**src/rtl/dmatc_pkg.sv**
```systemverilog
package dmatc_pkg;

    localparam int NCH_DEF = 4;
    localparam int WORD_W  = 16;
    localparam int CYC_W   = 14;
    localparam logic [3:0] SEL_MODE = 4'h8;

    typedef enum logic [1:0] {
        OP_VERIFY  = 2'b00,
        OP_WRITE   = 2'b01,
        OP_READ    = 2'b10,
        OP_ILLEGAL = 2'b11
    } op_e;

    typedef struct packed {
        logic [2:0] pad;
        logic       upd;
        logic [3:0] tc;
    } stat_t;

    function automatic logic [7:0] pick_byte(input logic [WORD_W-1:0] v, input logic hi);
        return hi ? v[15:8] : v[7:0];
    endfunction

endpackage

```
**src/rtl/dmatc_toggle.sv**
```systemverilog
module dmatc_toggle (
    input  logic clk,
    input  logic rst,
    input  logic clr,
    input  logic flip,
    output logic hi
);
    always_ff @(posedge clk) begin
        if (rst || clr) hi <= 1'b0;
        else if (flip)  hi <= ~hi;
    end

    assert_mode_clears_R3: assert property (@(posedge clk) disable iff (rst)
        clr |=> !hi);
    assert_access_flips_R2: assert property (@(posedge clk) disable iff (rst)
        (flip && !clr) |=> hi != $past(hi));
endmodule

```
**src/rtl/dmatc_chan.sv**
```systemverilog
module dmatc_chan
    import dmatc_pkg::*;
(
    input  logic              clk,
    input  logic              rst,
    input  logic              wr_addr,
    input  logic              wr_cnt,
    input  logic              wr_hi,
    input  logic [7:0]        wdata,
    input  logic              step,
    input  logic              reload,
    input  logic [WORD_W-1:0] src_addr,
    input  logic [WORD_W-1:0] src_cnt,
    output logic [WORD_W-1:0] addr,
    output logic [WORD_W-1:0] cnt,
    output logic              at_zero
);
    assign at_zero = (cnt[CYC_W-1:0] == '0);

    always_ff @(posedge clk) begin
        if (rst) begin
            addr <= '0;
            cnt  <= '0;
        end else begin
            if (reload) begin
                addr <= src_addr;
                cnt  <= src_cnt;
            end else if (step) begin
                addr <= addr + 1'b1;
                if (!at_zero) cnt[CYC_W-1:0] <= cnt[CYC_W-1:0] - 1'b1;
            end
            if (wr_addr) begin
                if (wr_hi) addr[15:8] <= wdata;
                else       addr[7:0]  <= wdata;
            end
            if (wr_cnt) begin
                if (wr_hi) cnt[15:8] <= wdata;
                else       cnt[7:0]  <= wdata;
            end
        end
    end

    assert_addr_step_R4: assert property (@(posedge clk) disable iff (rst)
        (step && !reload && !wr_addr) |=> addr == $past(addr) + 16'd1);
    assert_cnt_step_R4: assert property (@(posedge clk) disable iff (rst)
        (step && !reload && !wr_cnt && !at_zero) |=>
        (cnt[CYC_W-1:0] == $past(cnt[CYC_W-1:0]) - 14'd1) &&
        (cnt[15:14] == $past(cnt[15:14])));
    assert_reload_copy_R9: assert property (@(posedge clk) disable iff (rst)
        (reload && !wr_addr) |=> addr == $past(src_addr));
endmodule

```
**src/rtl/dma_tc_unit.sv**
```systemverilog
module dma_tc_unit
    import dmatc_pkg::*;
#(
    parameter int NCH      = NCH_DEF,
    parameter int CH_W     = $clog2(NCH),
    parameter int AUTO_DST = 2,
    parameter int AUTO_SRC = 3
) (
    input  logic              clk,
    input  logic              rst,
    input  logic              reg_wr,
    input  logic              reg_rd,
    input  logic [3:0]        reg_sel,
    input  logic [7:0]        wdata,
    output logic [7:0]        rdata,
    input  logic [NCH-1:0]    cycle_done,
    input  logic [CH_W-1:0]   sel_chan,
    output logic [WORD_W-1:0] cur_addr,
    output logic [1:0]        cur_op,
    output logic              tc_out
);
    logic              is_mode, is_cnt, hi, chan_acc, mode_wr, stat_rd, reload, autold, upd;
    logic [1:0]        ch_idx;
    logic [NCH-1:0]    en, step, at_zero, done_tc, keep_on, tc_stat;
    logic [WORD_W-1:0] addr_a [NCH];
    logic [WORD_W-1:0] cnt_a  [NCH];
    stat_t             stat;
    op_e               sel_op;

    assign is_mode  = (reg_sel == SEL_MODE);
    assign is_cnt   = reg_sel[0];
    assign ch_idx   = reg_sel[2:1];
    assign chan_acc = !reg_sel[3] && (reg_wr || reg_rd);
    assign mode_wr  = reg_wr && is_mode;
    assign stat_rd  = reg_rd && is_mode;

    assign step    = en & cycle_done;
    assign done_tc = step & at_zero;
    assign reload  = autold && done_tc[AUTO_DST];

    always_comb begin
        keep_on = '0;
        keep_on[AUTO_DST] = reload;
    end

    dmatc_toggle i_toggle (
        .clk(clk), .rst(rst), .clr(mode_wr), .flip(chan_acc), .hi(hi)
    );

    for (genvar c = 0; c < NCH; c++) begin : g_chan
        logic sel_me;
        assign sel_me = reg_wr && !reg_sel[3] && (ch_idx == 2'(c));
        dmatc_chan i_chan (
            .clk     (clk),
            .rst     (rst),
            .wr_addr (sel_me && !is_cnt),
            .wr_cnt  (sel_me && is_cnt),
            .wr_hi   (hi),
            .wdata   (wdata),
            .step    (step[c]),
            .reload  ((c == AUTO_DST) && reload),
            .src_addr(addr_a[AUTO_SRC]),
            .src_cnt (cnt_a[AUTO_SRC]),
            .addr    (addr_a[c]),
            .cnt     (cnt_a[c]),
            .at_zero (at_zero[c])
        );
    end

    always_ff @(posedge clk) begin
        if (rst) begin
            en      <= '0;
            autold  <= 1'b0;
            tc_stat <= '0;
            upd     <= 1'b0;
        end else begin
            en <= en & ~(done_tc & ~keep_on);
            if (mode_wr) begin
                en     <= wdata[NCH-1:0];
                autold <= wdata[4];
            end
            if (stat_rd) tc_stat <= done_tc;
            else         tc_stat <= tc_stat | done_tc;
            if (reload)                upd <= 1'b1;
            else if (step[AUTO_DST])   upd <= 1'b0;
        end
    end

    always_comb begin
        stat     = '0;
        stat.tc  = 4'(tc_stat);
        stat.upd = upd;
        if (is_mode) rdata = stat;
        else         rdata = pick_byte(is_cnt ? cnt_a[ch_idx] : addr_a[ch_idx], hi);
    end

    assign sel_op   = op_e'(cnt_a[sel_chan][15:14]);
    assign cur_op   = sel_op;
    assign cur_addr = addr_a[sel_chan];
    assign tc_out   = en[sel_chan] && at_zero[sel_chan];

    assert_stop_at_tc_R5: assert property (@(posedge clk) disable iff (rst)
        (done_tc[0] && !mode_wr) |=> !en[0]);
    assert_idle_ignored_R8: assert property (@(posedge clk) disable iff (rst)
        (en == '0 && !mode_wr && !stat_rd) |=> $stable(tc_stat));
    assert_reload_flag_R9: assert property (@(posedge clk) disable iff (rst)
        reload |=> (upd && tc_stat[AUTO_DST]));
    assert_upd_clear_R10: assert property (@(posedge clk) disable iff (rst)
        (upd && step[AUTO_DST] && !reload) |=> !upd);
endmodule

```
**config.mk**
```make
export PLATFORM = sky130hd
export DESIGN_NAME = dma_tc_unit
export DESIGN_NICKNAME = d
export VERILOG_FILES = /design/src/rtl/dmatc_pkg.sv /design/src/rtl/dmatc_toggle.sv /design/src/rtl/dmatc_chan.sv /design/src/rtl/dma_tc_unit.sv
export SDC_FILE = /design/constraint.sdc
export NUM_CORES = 1
export LEC_CHECK = 0
export BUFFER_PORTS_ARGS = -buffer_cell sky130_fd_sc_hd__buf_2
export CORE_MARGIN = 1
export CORE_UTILIZATION = 45
export DETAILED_ROUTE_END_ITERATION = 10
export PLACE_DENSITY = 0.64
export SLEW_MARGIN = 20
export SYNTH_ARGS = -nofsm -noshare
export SYNTH_HDL_FRONTEND = slang
export SYNTH_SLANG_ARGS = --single-unit
```
**constraint.sdc**
```tcl
create_clock -name clk -period 2.65 [get_ports clk]
set_clock_uncertainty 0.2 [all_clocks]
set_input_delay 0.53 -clock clk [delete_from_list [all_inputs] [get_ports clk]]
set_output_delay 0.53 -clock clk [all_outputs]
set_load 0.1 [all_outputs]
```
* Yosys cells after proc, flatten, opt, wreduce, memory -nomap -nowiden *
Cells that the tools add are included.

word-level totals
  register bits = 139
  bits of input ports = 22

cells by class
  magnitude comparators = 3
  bitwise operators = 10
  multiplexer cells = 62
  equal/unequal tests = 4
  add/sub/neg operators = 8
  reduce and logical (&&, ||, !) cells = 31

operators with widths
  cell                                                                   count
  16-bit 2-to-1 mux                                                      19
  14-bit 2-to-1 mux                                                      12
  16-bit binary-select mux with 2-bit select                             4
  8-bit 2-to-1 mux                                                       15
  16-bit by 1-bit adder with 16-bit output, second input constant        4
  14-bit zero test                                                       4
  14-bit by 1-bit subtractor with 14-bit output, second input constant   4
  1-bit logical AND                                                      18
  6-bit 2-to-1 mux                                                       3
  4-bit AND                                                              4
  4-bit 2-to-1 mux                                                       2
  3-bit >= comparator, second input constant                             2
  2-bit NOT with 3-bit output                                            2
  2-bit AND reduction                                                    3
  1-bit binary-select mux with 2-bit select                              2
  2-bit equality test, second input constant                             2
  4-bit equality test, second input constant                             1
  1-bit 2-to-1 mux                                                       4
  3-bit NOT with 4-bit output                                            1
  4-bit NOT                                                              1
  4-bit bitwise OR                                                       1
  2-bit by 3-bit < comparator with 1-bit output, second input constant   1
  2-bit by 1-bit equality test with 1-bit output, second input constant  1
  1-bit zero test                                                        2
  other kinds (5)                                                        6

* Logic depth before layout (Yosys ltp) *
Gate-level depths: netlist (run 1).

  depth after elaboration = 8
  depth in mapped cells = 8

* By module *
From an unflattened synthesis (run 1), not the netlist that was laid out.

unflattened totals
  cell total of the unflattened synthesis = 1314
  area total of the unflattened synthesis = 10847.9 sq um

by module, submodules not included
  module                              instances  area each (sq um)  cells each
  dmatc_chan at g_chan[0].i_chan ...  2          2234.6             293
  dmatc_chan at g_chan[3].i_chan      1          2142.1             272
  dmatc_chan at g_chan[2].i_chan      1          2117.0             264
  dma_tc_unit                         1          2080.7             189
  dmatc_toggle                        1          38.8               3

* Worst setup path after synthesis (run 1) *
OpenSTA, ideal clock, no wires.

  kind = in2out
  start = in reg_sel[0]
  end = out rdata[3]
  buffers on the path = 2
  data required time = 1920 ps
  data arrival time = 3986 ps
  slack = -2066 ps
  stages on the path = 6
  cells stage by stage = clkbuf_1 or4b_2 clkbuf_1 nand2_1 a211oi_1 a211oi_1

on the way
  cells in the longest elaborated chain, start to end = 3
  elaborated cells between the ends (all ways) = 4

RTL lines
  item                RTL line           RTL
  start: declaration  dma_tc_unit.sv:13  input logic [3:0] reg_sel,
  16-bit 2-to-1 mux   dma_tc_unit.sv:94  else rdata = pick_byte(is_cnt ? cnt_a[ch_idx] : addr_a[ch_idx], hi);
  8-bit 2-to-1 mux    dmatc_pkg.sv:22    return hi ? v[15:8] : v[7:0];
  8-bit 2-to-1 mux *  dma_tc_unit.sv:93  if (is_mode) rdata = stat;
  end: declaration    dma_tc_unit.sv:15  output logic [7:0] rdata,

Every way passes the cells marked *; elsewhere a longest branch is shown, timed or not.

* Worst setup path in the final report (run 1) *
  start = reg g_chan[1].i_chan.cnt[4]
  end = out tc_out

on the way
  cells in the longest elaborated chain, start to end = 4

RTL lines
  item                                       RTL line            RTL
  start: declaration                         dmatc_chan.sv:15    output logic [WORD_W-1:0] cnt,
  start signal: assignment                   dmatc_chan.sv:27    cnt <= src_cnt;
  start signal: indexed assignment           dmatc_chan.sv:30    if (!at_zero) cnt[CYC_W-1:0] <= cnt[CYC_W-1:0] - 1'b1;
  start signal: assignment                   dmatc_chan.sv:38    else cnt[7:0] <= wdata;
  14-bit zero test                           dmatc_chan.sv:18    assign at_zero = (cnt[CYC_W-1:0] == '0);
  1-bit binary-select mux with 2-bit select  dma_tc_unit.sv:100  assign tc_out = en[sel_chan] && at_zero[sel_chan];
  1-bit 2-to-1 mux (implied by the code)     dma_tc_unit.sv:100
  1-bit logical AND                          dma_tc_unit.sv:100
  end: declaration                           dma_tc_unit.sv:20   output logic tc_out

No other way between the ends. The select of a mux whose other input is x is not followed.

==> summary.md, run 1 <==
| Metric | Value |
|---|---|
| Outcome | `finished with violations` |
| Failing checks | `setup timing` |
| Number of fill cells | `1703` |
| Area grow syn2layout | `34.0%` |
| Final period util | `114%` |
| Number of routed nets with antenna violations | `0` |
| Final worst slack | `-0.379 ns` |
| DRT Wirelength | `38000 microns` |
| Post-Synth XOR/XNOR Area | `~8.4%` |
| Mux contribution to synthesized area | `15.6%` |
| Die Span Y | `145 microns` |
| Num ports | `49` |
| DR DRC count | `0` |
| P_int | `0.00423 W` |
| Clk buf depth | `2` |
| Fin area | `12400 sq um` |
| Dpl hpwl | `27800 microns` |
| Core area | `between 20000 and 25000 sq um` |
| Placed cell areas | `11300 sq um` |
| Clock slew at reported path FFs | `0.06 ns` |
| Lkg Pwr | `4.66 nW` |
| Switch share | `28.0%` |
| Row cnt | `52` |
| All-Layer GR Usage | `36.2%` |
| Layout net count | `1265` |
| Final core occ | `approximately three fifths` |
| Share of flip-flops with an asynchronous set or reset | `0%` |
| Routed vias | `9855` |
| TritonCTS Buffers | `17` |
| Crit Path Class | `flop to primary output` |
| # setup viols final | `9` |
| Syn Std Cell Area | `9250 sq um` |
| Simple-gate share of the synthesized area | `24.8%` |
| Startpoint Class | `flop` |
| Initial antenna violation count | `1` |
| Complex-gate fraction of the synthesized area | `between 10% and 20%` |
| RSZ-0062 raised after global routing | `yes` |
| Count of input and output buffers | `48` |
| CTS Hold Bufs | `0` |
| CTS tree | `yes` |
| Unique masters post-synth | `73` |
| RD Place Congestion | `1.01` |
| Sink Count | `139` |
| Die ar. | `21100 sq um` |
| Effective utilization at floorplan | `a little under half` |
| Slew @ Worst Pin | `between 0.7 and 0.8 ns` |
| Hold path start | `rst` |
| Largest net degree at the start of global routing | `50` |
| Final Max Tran Viols | `0` |
| Syn Nets | `about 1100` |
| GR Overflow Total | `0` |
| Sequential cell area | `2810 sq um` |
| NetSw | `~0.0016 W` |
| H-tree depth | `4` |
| Clk pwr share | `between 40% and 50%` |
| Power Density | `around 470 nW/um^2` |
| Worst R2R Start | `g_chan[2].i_chan.cnt[5]` |
| Crit end category | `primary output` |
| Hold/Removal Path Class | `input pin to flop` |
| Post-Synth Adder-Cell Area | `1.22%` |
| Clk Latency, worst-skew pair | `0.44 ns` |
| Post-synth EDFFs | `0` |
| Initial DRT Pass Iterations | `6` |
| Synth Instances | `1056` |
| Largest family of logic cells by synthesized area | `simple AND/OR/NAND/NOR gates` |
| Yosys warns | `0` |
| Logic gate share of total power | `approximately 16%` |
| Drt wl/cell | `25.1 microns` |
| First-pass GRT wire length | `56900 microns` |
| Initial DRC count | `1386` |
| Top FF cell, synth | `dfxtp_1` |
| Hold Violations, Final | `0` |
| Crit path from | `g_chan[1].i_chan.cnt[4]` |
| Relative slew slack | `a little over half` |
| Mapped Avg Cell Area | `8.75 sq um` |
| Vias per cell | `6.49` |
| Register bit total from synthesis | `139` |
| Clk Tree Root Cell | `clkbuf_16` |
| Die W | `145 microns` |
| Power, Total | `0.00587 W` |
| Multi-input logic area | `6320 sq um` |
| Worst EP required | `between 1.5 and 2 ns` |
| Worst EP arrival | `2.30 ns` |
| Max Freq | `0.330 GHz` |
| Worst R2R Path Depth | `7` |
| Post-route minimum period | `3.03 ns` |
| Sequential share of the synthesized area | `30.1%` |
| Worst hold path stage count | `2` |
| Crit path max fanout | `2` |
| Sequential power share | `36.9%` |
| Max VDD drop | `0.401 mV` |
| Max_cap viols | `0` |
| Number of global-route vias before repair | `9015` |
| Share of layout cells above drive strength 1 | `32.0%` |
repair_timing:
item | in CTS | in global routing
gates resized for setup | 71 | 14
setup endpoints to repair | 9 | 9
cloned | 1 | 0
pin swaps | 13 | 8
buffers inserted | 10 | 8
registers in the layout, indices dropped and copies added, names as in the netlist:
name and flops:
g_chan.i_chan.cnt 64, i_toggle.hi 1, en 4, autold 1, upd 1, g_chan.i_chan.addr 64
tc_stat 4
layout make-up:
class | instances | share of cell area [%]
Tap cell | 270 | 2.73
Multi-Input combinational cell | 826 | 51.0
Clock buffer | 19 | 3.66
Sequential cell | 139 | 22.7
Antenna cell | 1 | 0.0202
Clock inverter | 13 | 1.73
Inverter | 15 | 0.455
Timing Repair Buffer | 235 | 17.8
per-layer routing:
metal | routed length [microns] | GRT usage, % | vias to the layer above
li1 | - | - | 4330
met1 | 15200 | 51.2 | 4673
met2 | 16100 | 52.3 | 719
met3 | 5040 | 9.15 | 133
met4 | 1760 | 15.5 | 0
met5 | 0 | 0 | -
Yosys cell counts (5+ instances only):
library cell	number	share of area, %
and4_1	7	0.66
o211ai_1	7	0.57
mux2i_1	17	1.8
o21ai_0	19	1.0
mux4_2	51	12
nand2_1	97	3.9
a21oi_1	22	1.2
a311oi_1	11	1.0
or3_1	9	0.61
and3_1	11	0.74
o221ai_1	7	0.66
dfxtp_1	139	30
o22ai_1	20	1.4
nand4_1	31	2.1
ha_1	9	1.2
buf_2	12	0.65
nor4_1	18	1.2
a211oi_1	93	7.6
and2_1	8	0.54
nor2b_1	7	0.47
xor2_1	51	4.8
nand3_1	40	2.2
clkbuf_1	54	2.2
nand3b_1	6	0.49
xnor2_1	38	3.6
buf_4	5	0.41
nor2_1	148	6.0
mux2_2	6	0.73
inv_1	15	0.61
nor3_1	27	1.5
logic make-up after synthesis:
| group | count (synthesis) |
|---|---|
| AND/OR/NAND/NOR | 448 |
| AO/OA/AOI/OAI | 204 |
| flip-flops | 139 |
| buffers and inverters | 91 |
| XOR/XNOR | 89 |
| multiplexers | 76 |
| adder cells (fa/ha/maj) | 9 |
power groups by stage:
stage	clock network (W)	registers (W)	logic [W]
floorplan	0	0.00219	0.000525
global placement	0	0.00221	0.000851
detailed placement	0	0.00221	0.000857
CTS	0.00274	0.00216	0.000917
global route	0.00284	0.00217	0.000991
finish	0.00275	0.00216	0.000956
through the flow:
stage | cells | hold slack [ns] | setup TNS, ns | setup slack (ns)
2_1_floorplan | 1056 | 0.236 | -1.97 | -0.470
3_3_place_gp | 1468 | 0.250 | -2.88 | -0.390
3_5_place_dp | 1468 | 0.250 | -3.07 | -0.422
4_1_cts | 1511 | 0.259 | -1.65 | -0.368
5_1_grt | 1518 | 0.283 | -2.09 | -0.405
6_report | 1518 | 0.268 | -1.73 | -0.379
critical path, stage by stage, from the launching register on:
cell	delay, ns
dfxtp_1	0.32
or4_4	0.53
and4bb_2	0.35
nand3b_1	0.19
a31oi_4	0.27
buf_12	0.21
final timing paths:
kind                         endpoint  slack (ns)
min reg2reg                tc_stat[1]        0.29
max reg2reg  g_chan[2].i_chan.cnt[12]        0.16
max                            tc_out       -0.38
min          g_chan[2].i_chan.addr[2]        0.27
placed cells by master (no fill, tap or decap), drive strengths merged, types with 4 or more instances in the layout:
| master | count |
|---|---|
| o211ai | 7 |
| and2 | 10 |
| o21ai | 19 |
| or3 | 10 |
| or2 | 4 |
| o22ai | 20 |
| nor3 | 27 |
| clkinv | 5 |
| and3 | 11 |
| and4 | 7 |
| clkbuf | 19 |
| buf | 235 |
| nor4b | 7 |
| nand4 | 31 |
| xor2 | 51 |
| a211oi | 94 |
| nand2 | 97 |
| mux2 | 6 |
| a311oi | 11 |
| dfxtp | 139 |
| nor2 | 149 |
| nand3 | 40 |
| xnor2 | 38 |
| nor2b | 7 |
| inv | 16 |
| mux2i | 17 |
| nor4 | 23 |
| ha | 9 |
| o221ai | 7 |
| a21oi | 22 |
| bufinv | 5 |
| nand3b | 6 |
| mux4 | 53 |
Power figures use the tool's default switching activity.
==> run 2: changes to the inputs <==
--- a/config.mk
+++ b/config.mk
@@ -7,9 +7,10 @@
 export LEC_CHECK = 0
 export BUFFER_PORTS_ARGS = -buffer_cell sky130_fd_sc_hd__buf_2
 export CORE_MARGIN = 1
-export CORE_UTILIZATION = 45
+export CORE_UTILIZATION = 56
 export DETAILED_ROUTE_END_ITERATION = 10
-export PLACE_DENSITY = 0.64
+export HOLD_SLACK_MARGIN = 0.02
+export PLACE_DENSITY = 0.77
 export SLEW_MARGIN = 20
 export SYNTH_ARGS = -nofsm -noshare
 export SYNTH_HDL_FRONTEND = slang
==> summary.md, run 2 (same netlist as run 1, synthesis figures left out) <==
| Metric | Value |
|---|---|
| Outcome | `finished with violations` |
| Failing checks | `setup timing` |
| Startpoint Class | `flop` |
| Hold/Removal Path Class | `flop to flop` |
| Dpl hpwl | `about 27000 microns` |
| Relative slew slack | `51.0%` |
| CTS tree | `yes` |
| Switch share | `28.8%` |
| Routed vias | `just over 10000` |
| NetSw | `0.00159 W` |
| Clk buf depth | `2` |
| Most frequent cells in the layout | `buf_4, nor2_1, dfxtp_1` |
| Initial antenna violation count | `2` |
| Commonest non-fill, non-tap cell in the layout | `buf_4` |
| Clk pwr share | `43.4%` |
| Multi-input logic area | `6330 sq um` |
| Crit path max fanout | `2` |
| DP Worst Slack | `-0.383 ns` |
| Clk Latency, worst-skew pair | `roughly 0.44 ns` |
| Max_cap viols | `0` |
| Lkg Pwr | `4.52 nW` |
| # setup viols final | `9` |
| Effective utilization at floorplan | `between 50 and 60%` |
| GR Overflow Total | `0` |
| Power Density | `454 nW/um^2` |
| RSZ-0062 raised after global routing | `yes` |
| Max VDD drop | `roughly 0.49 mV` |
| Die Span Y | `approximately 130 microns` |
| TritonCTS Buffers | `17` |
| Final Max Tran Viols | `0` |
| Final worst slack | `-0.379 ns` |
| Logic gate share of total power | `17.3%` |
| Initial DRC count | `1554` |
| Area grow syn2layout | `31.3%` |
| Hold_ws | `around 0.26 ns` |
| Clk Tree Root Cell | `clkbuf_16` |
| Sequential power share | `39.3%` |
| Slew @ Worst Pin | `between 0.7 and 0.8 ns` |
| Crit Path Class | `flop to primary output` |
| Biggest regs | `g_chan.i_chan.addr: 64 flops, g_chan.i_chan.cnt: 64 flops` |
| Max Freq | `0.330 GHz` |
| Largest net degree at the start of global routing | `64` |
| Die W | `130 microns` |
| DR DRC count | `0` |
| Clock slew at reported path FFs | `0.06 ns` |
| Worst EP required | `1.92 ns` |
| Layout net count | `~1200` |
| Share of layout cells above drive strength 1 | `30.7%` |
| Hold path start | `tc_stat[1]` |
| Worst EP arrival | `between 2 and 2.5 ns` |
| Post-route minimum period | `3.03 ns` |
| Sequential cell area | `around 2800 sq um` |
| Number of global-route vias before repair | `a little over 9000` |
| Num ports | `49` |
| Vias per cell | `a little over 7` |
| Row cnt | `46` |
| CTS Hold Bufs | `0` |
| All-Layer GR Usage | `45.3%` |
| Hold Violations, Final | `0` |
| Final period util | `114%` |
| P_int | `0.00393 W` |
| Sink Count | `139` |
| DRT Wirelength | `between 30000 and 40000 microns` |
| Count of input and output buffers | `48` |
| Worst R2R Start | `g_chan[2].i_chan.cnt[0]` |
| Core area | `16000 sq um` |
| RD Place Congestion | `a little over 1` |
| Crit end category | `primary output` |
| Drt wl/cell | `25.9 microns` |
| H-tree depth | `4` |
| Crit path from | `g_chan[1].i_chan.cnt[7]` |
| First-pass GRT wire length | `55600 microns` |
| Number of fill cells | `1062` |
| Die ar. | `~17000 sq um` |
| Initial DRT Pass Iterations | `8` |
| Number of routed nets with antenna violations | `0` |
run 2: final timing paths:
kind,endpoint,slack (ns),depth (start not counted)
max,tc_out,-0.38,5
min,tc_stat[1],0.26,2
max reg2reg,g_chan[2].i_chan.cnt[7],0.17,8
min reg2reg,tc_stat[1],0.26,2
run 2: power groups by stage:
| stage | combinational, W | sequential, W | clock [W] |
|---|---|---|---|
| floorplan | 0.000525 | 0.00219 | 0 |
| global placement | 0.000832 | 0.00221 | 0 |
| detailed placement | 0.000842 | 0.00221 | 0 |
| CTS | 0.000905 | 0.00216 | 0.00239 |
| global route | 0.000984 | 0.00216 | 0.00247 |
| finish | 0.000956 | 0.00216 | 0.00239 |
run 2: critical path, stage by stage, from the launching register on:
cell and delay, ns:
dfxtp_2 0.32, or4_4 0.53, and4bb_2 0.37, nand3b_1 0.16
a31oi_4 0.28, buf_12 0.21
run 2: final cells by class:
type	instances	area share (%)
tap	216	2.23
clock buffer	22	3.82
antenna	2	0.0412
sequential	139	23.1
multi-input combinational	826	52.1
inverter	15	0.464
clock inverter	9	0.959
timing repair buffer	218	17.2
run 2: timing repair:
action                                  CTS  global route
gates resized for setup                  73            12
pin swaps                                16             7
endpoints found under the hold margin     0             0
gates cloned                              1             0
endpoints found under the setup margin    9             9
buffers inserted                         13             3
run 2: routing by layer:
layer  global-route usage (%)  vias to the layer above  share of wire [%]  wire length (microns)
li1                         -                     4306                  -                      -
met3                     16.0                      228                 16                   6110
met1                     60.3                     4774                 36                  13600
met4                     26.0                        2                6.9                   2570
met2                     63.3                      920                 41                  15200
met5                        0                        -              0.037                     14
run 2: metrics by stage:
step | cells | instance area [sq um] | setup TNS, ns | total power, W | util (%)
final | 1447 | 12100 | -1.63 | 0.00551 | 75.9
after detailed placement | 1399 | 11100 | -2.89 | 0.00305 | 69.4
after global placement | 1399 | 11100 | -2.61 | 0.00304 | 69.4
after global routing | 1445 | 12100 | -1.90 | 0.00562 | 75.8
after CTS | 1443 | 12100 | -1.63 | 0.00545 | 75.5
after floorplan | 1056 | 9410 | -1.97 | 0.00272 | -
==> run 3: changes to the inputs <==
--- a/config.mk
+++ b/config.mk
@@ -8,9 +8,11 @@
 export BUFFER_PORTS_ARGS = -buffer_cell sky130_fd_sc_hd__buf_2
 export CORE_MARGIN = 1
 export CORE_UTILIZATION = 56
+export CTS_CLUSTER_DIAMETER = 100
 export DETAILED_ROUTE_END_ITERATION = 10
 export HOLD_SLACK_MARGIN = 0.02
 export PLACE_DENSITY = 0.77
+export SETUP_SLACK_MARGIN = 0.3
 export SLEW_MARGIN = 20
 export SYNTH_ARGS = -nofsm -noshare
 export SYNTH_HDL_FRONTEND = slang
==> summary.md, run 3 (same netlist as run 1, synthesis figures left out) <==
| Metric | Value |
|---|---|
| Hold/Removal Path Class | `input pin to flop` |
| Vias per cell | `6.99` |
| Crit end category | `primary output` |
| Worst R2R Path Depth | `9` |
| CP cell instances | `inv_1 > ha_1 > nor4b_4 > buf_4 > and4bb_2 > nand3b_1 > a31oi_4 > buf_12` |
| Clock slew at reported path FFs | `0.07 ns` |
| Power Density | `approximately 450 nW/um^2` |
| First-pass GRT wire length | `55000 microns` |
| All-Layer GR Usage | `44.6%` |
| Clk Tree Root Cell | `clkbuf_16` |
| # setup viols final | `9` |
| Number of global-route vias before repair | `9424` |
| Ant diodes | `0` |
| Initial antenna violation count | `2` |
| Clk Latency, worst-skew pair | `0.44 ns` |
| Die Span Y | `130 microns` |
| Worst R2R Start | `g_chan[1].i_chan.cnt[0]` |
| Crit Path Class | `flop to primary output` |
| Core area | `around 16000 sq um` |
| Slew @ Worst Pin | `between 0.6 and 0.7 ns` |
| Count of input and output buffers | `48` |
| Number of routed nets with antenna violations | `0` |
| Effective utilization at floorplan | `slightly below 60%` |
| Post-route minimum period | `2.99 ns` |
| Layout net count | `1265` |
| Sink Count | `139` |
| Max_cap viols | `0` |
| Commonest non-fill, non-tap cell in the layout | `buf_4` |
| Clk buf depth | `2` |
| Share of layout cells above drive strength 1 | `about a third` |
| DR DRC count | `0` |
| Area grow syn2layout | `35.0%` |
| CP max stage cell | `dfxtp_1` |
| Failing checks | `setup timing` |
| Most frequent cells in the layout | `buf_4, nor2_1, dfxtp_1` |
| Largest net degree at the start of global routing | `between 50 and 60` |
| RSZ-0062 raised after global routing | `yes` |
| Crit path from | `g_chan[1].i_chan.cnt[0]` |
| Startpoint Class | `flop` |
| Worst EP required | `1.92 ns` |
| Num ports | `49` |
| Hold_ws | `0.253 ns` |
| R2r endpoint | `g_chan[1].i_chan.cnt[1]` |
| Crit-path max cell delay | `0.32 ns` |
| Final worst slack | `-0.337 ns` |
| Die ar. | `17000 sq um` |
| Dpl hpwl | `25600 microns` |
| Number of fill cells | `roughly 1100` |
| RD Place Congestion | `1.00` |
| DRT Wirelength | `~37000 microns` |
| Max Freq | `0.335 GHz` |
| Sequential cell area | `2840 sq um` |
| Initial DRC count | `about 1800` |
| CP endpoint | `tc_out` |
| Relative slew slack | `58.6%` |
| Die W | `about 130 microns` |
| Row cnt | `46` |
| Worst EP arrival | `2.26 ns` |
| Hold Violations, Final | `0` |
| Drt wl/cell | `25.5 microns` |
| Final core occ | `78.0%` |
| Final period util | `113%` |
| TritonCTS Buffers | `17` |
| Lkg Pwr | `4.68 nW` |
| H-tree depth | `4` |
| Initial DRT Pass Iterations | `6` |
| Worst R2R Setup Slack | `0.18 ns` |
| Biggest regs | `g_chan.i_chan.addr: 64 flops, g_chan.i_chan.cnt: 64 flops` |
| CTS tree | `yes` |
| Crit path max fanout | `3` |
| Max VDD drop | `roughly 0.53 mV` |
| Multi-input logic area | `approximately 6400 sq um` |
| Routed vias | `10200` |
| Fin Setup TNS | `-1.97 ns` |
| Final Max Tran Viols | `0` |
| Outcome | `finished with violations` |
| GR Overflow Total | `0` |
==> run 3: changes by cell type in the layout (fill, tap and decap cells not counted), sizes merged <==
cell and change:
clkinvlp +2, clkbuf -4, buf +17, bufinv +1, inv +4, clkinv -2
diode -2
==> run 3: area by class of cell <==
class	instances	area share [%]
clock buffer	18	3.52
clock inverter	14	1.34
inverter	15	0.451
multi-input combinational	826	51.3
sequential	139	22.8
tap	216	2.17
timing repair buffer	235	18.5
==> run 3: power by group <==
group | switching (W) | leakage (nW) | total (W) | internal, W
Clock | 0.00102 | 0.293 | 0.00253 | 0.00151
Sequential | 0.0000478 | 1.14 | 0.00216 | 0.00212
Combinational | 0.000586 | 3.24 | 0.000982 | 0.000397
==> run 3: worst min path at each step <==
stage,cells after the start,start,to
after floorplan,2,tc_stat[2],tc_stat[2]
after global routing,2,rst,g_chan[2].i_chan.addr[0]
after global placement,2,tc_stat[1],tc_stat[1]
after detailed placement,2,tc_stat[1],tc_stat[1]
after CTS,2,rst,g_chan[2].i_chan.addr[0]
final,2,rst,g_chan[2].i_chan.addr[2]
==> run 3: routing by layer <==
layer / track usage, % / vias up / share of wire [%]
met2: 64.3 / 849 / 42
met4: 24.7 / 2 / 5.5
met5: 0 / - / 0.019
li1: - / 4349 / -
met1: 58.3 / 4825 / 37
met3: 15.3 / 196 / 15
==> run 3: worst max-delay path: cells and delay by family, from the launching register on <==
kind	cells	cell delay, ns
fa+ha+maj	1	0.19
flops	1	0.32
simple gates	3	0.63
compound gates	1	0.22
buf+inv	3	0.45
==> run 3: timing repair <==
item / in CTS / in global routing
hold buffers: 0 / 0
gates resized for setup: 112 / 25
setup endpoints to repair: 22 / 52
pin swaps: 17 / 8
gates cloned: 3 / 0
buffers inserted: 14 / 11
==> run 3: per-stage QoR <==
stage	cell area [sq um]	instances	setup WS (ns)	power, W
after detailed placement	11100	1403	-0.384	0.00305
after floorplan	9420	1056	-0.470	0.00272
after global routing	12500	1463	-0.423	0.00577
after global placement	11100	1403	-0.384	0.00304
after CTS	12300	1452	-0.336	0.00558
final	12500	1463	-0.337	0.00567
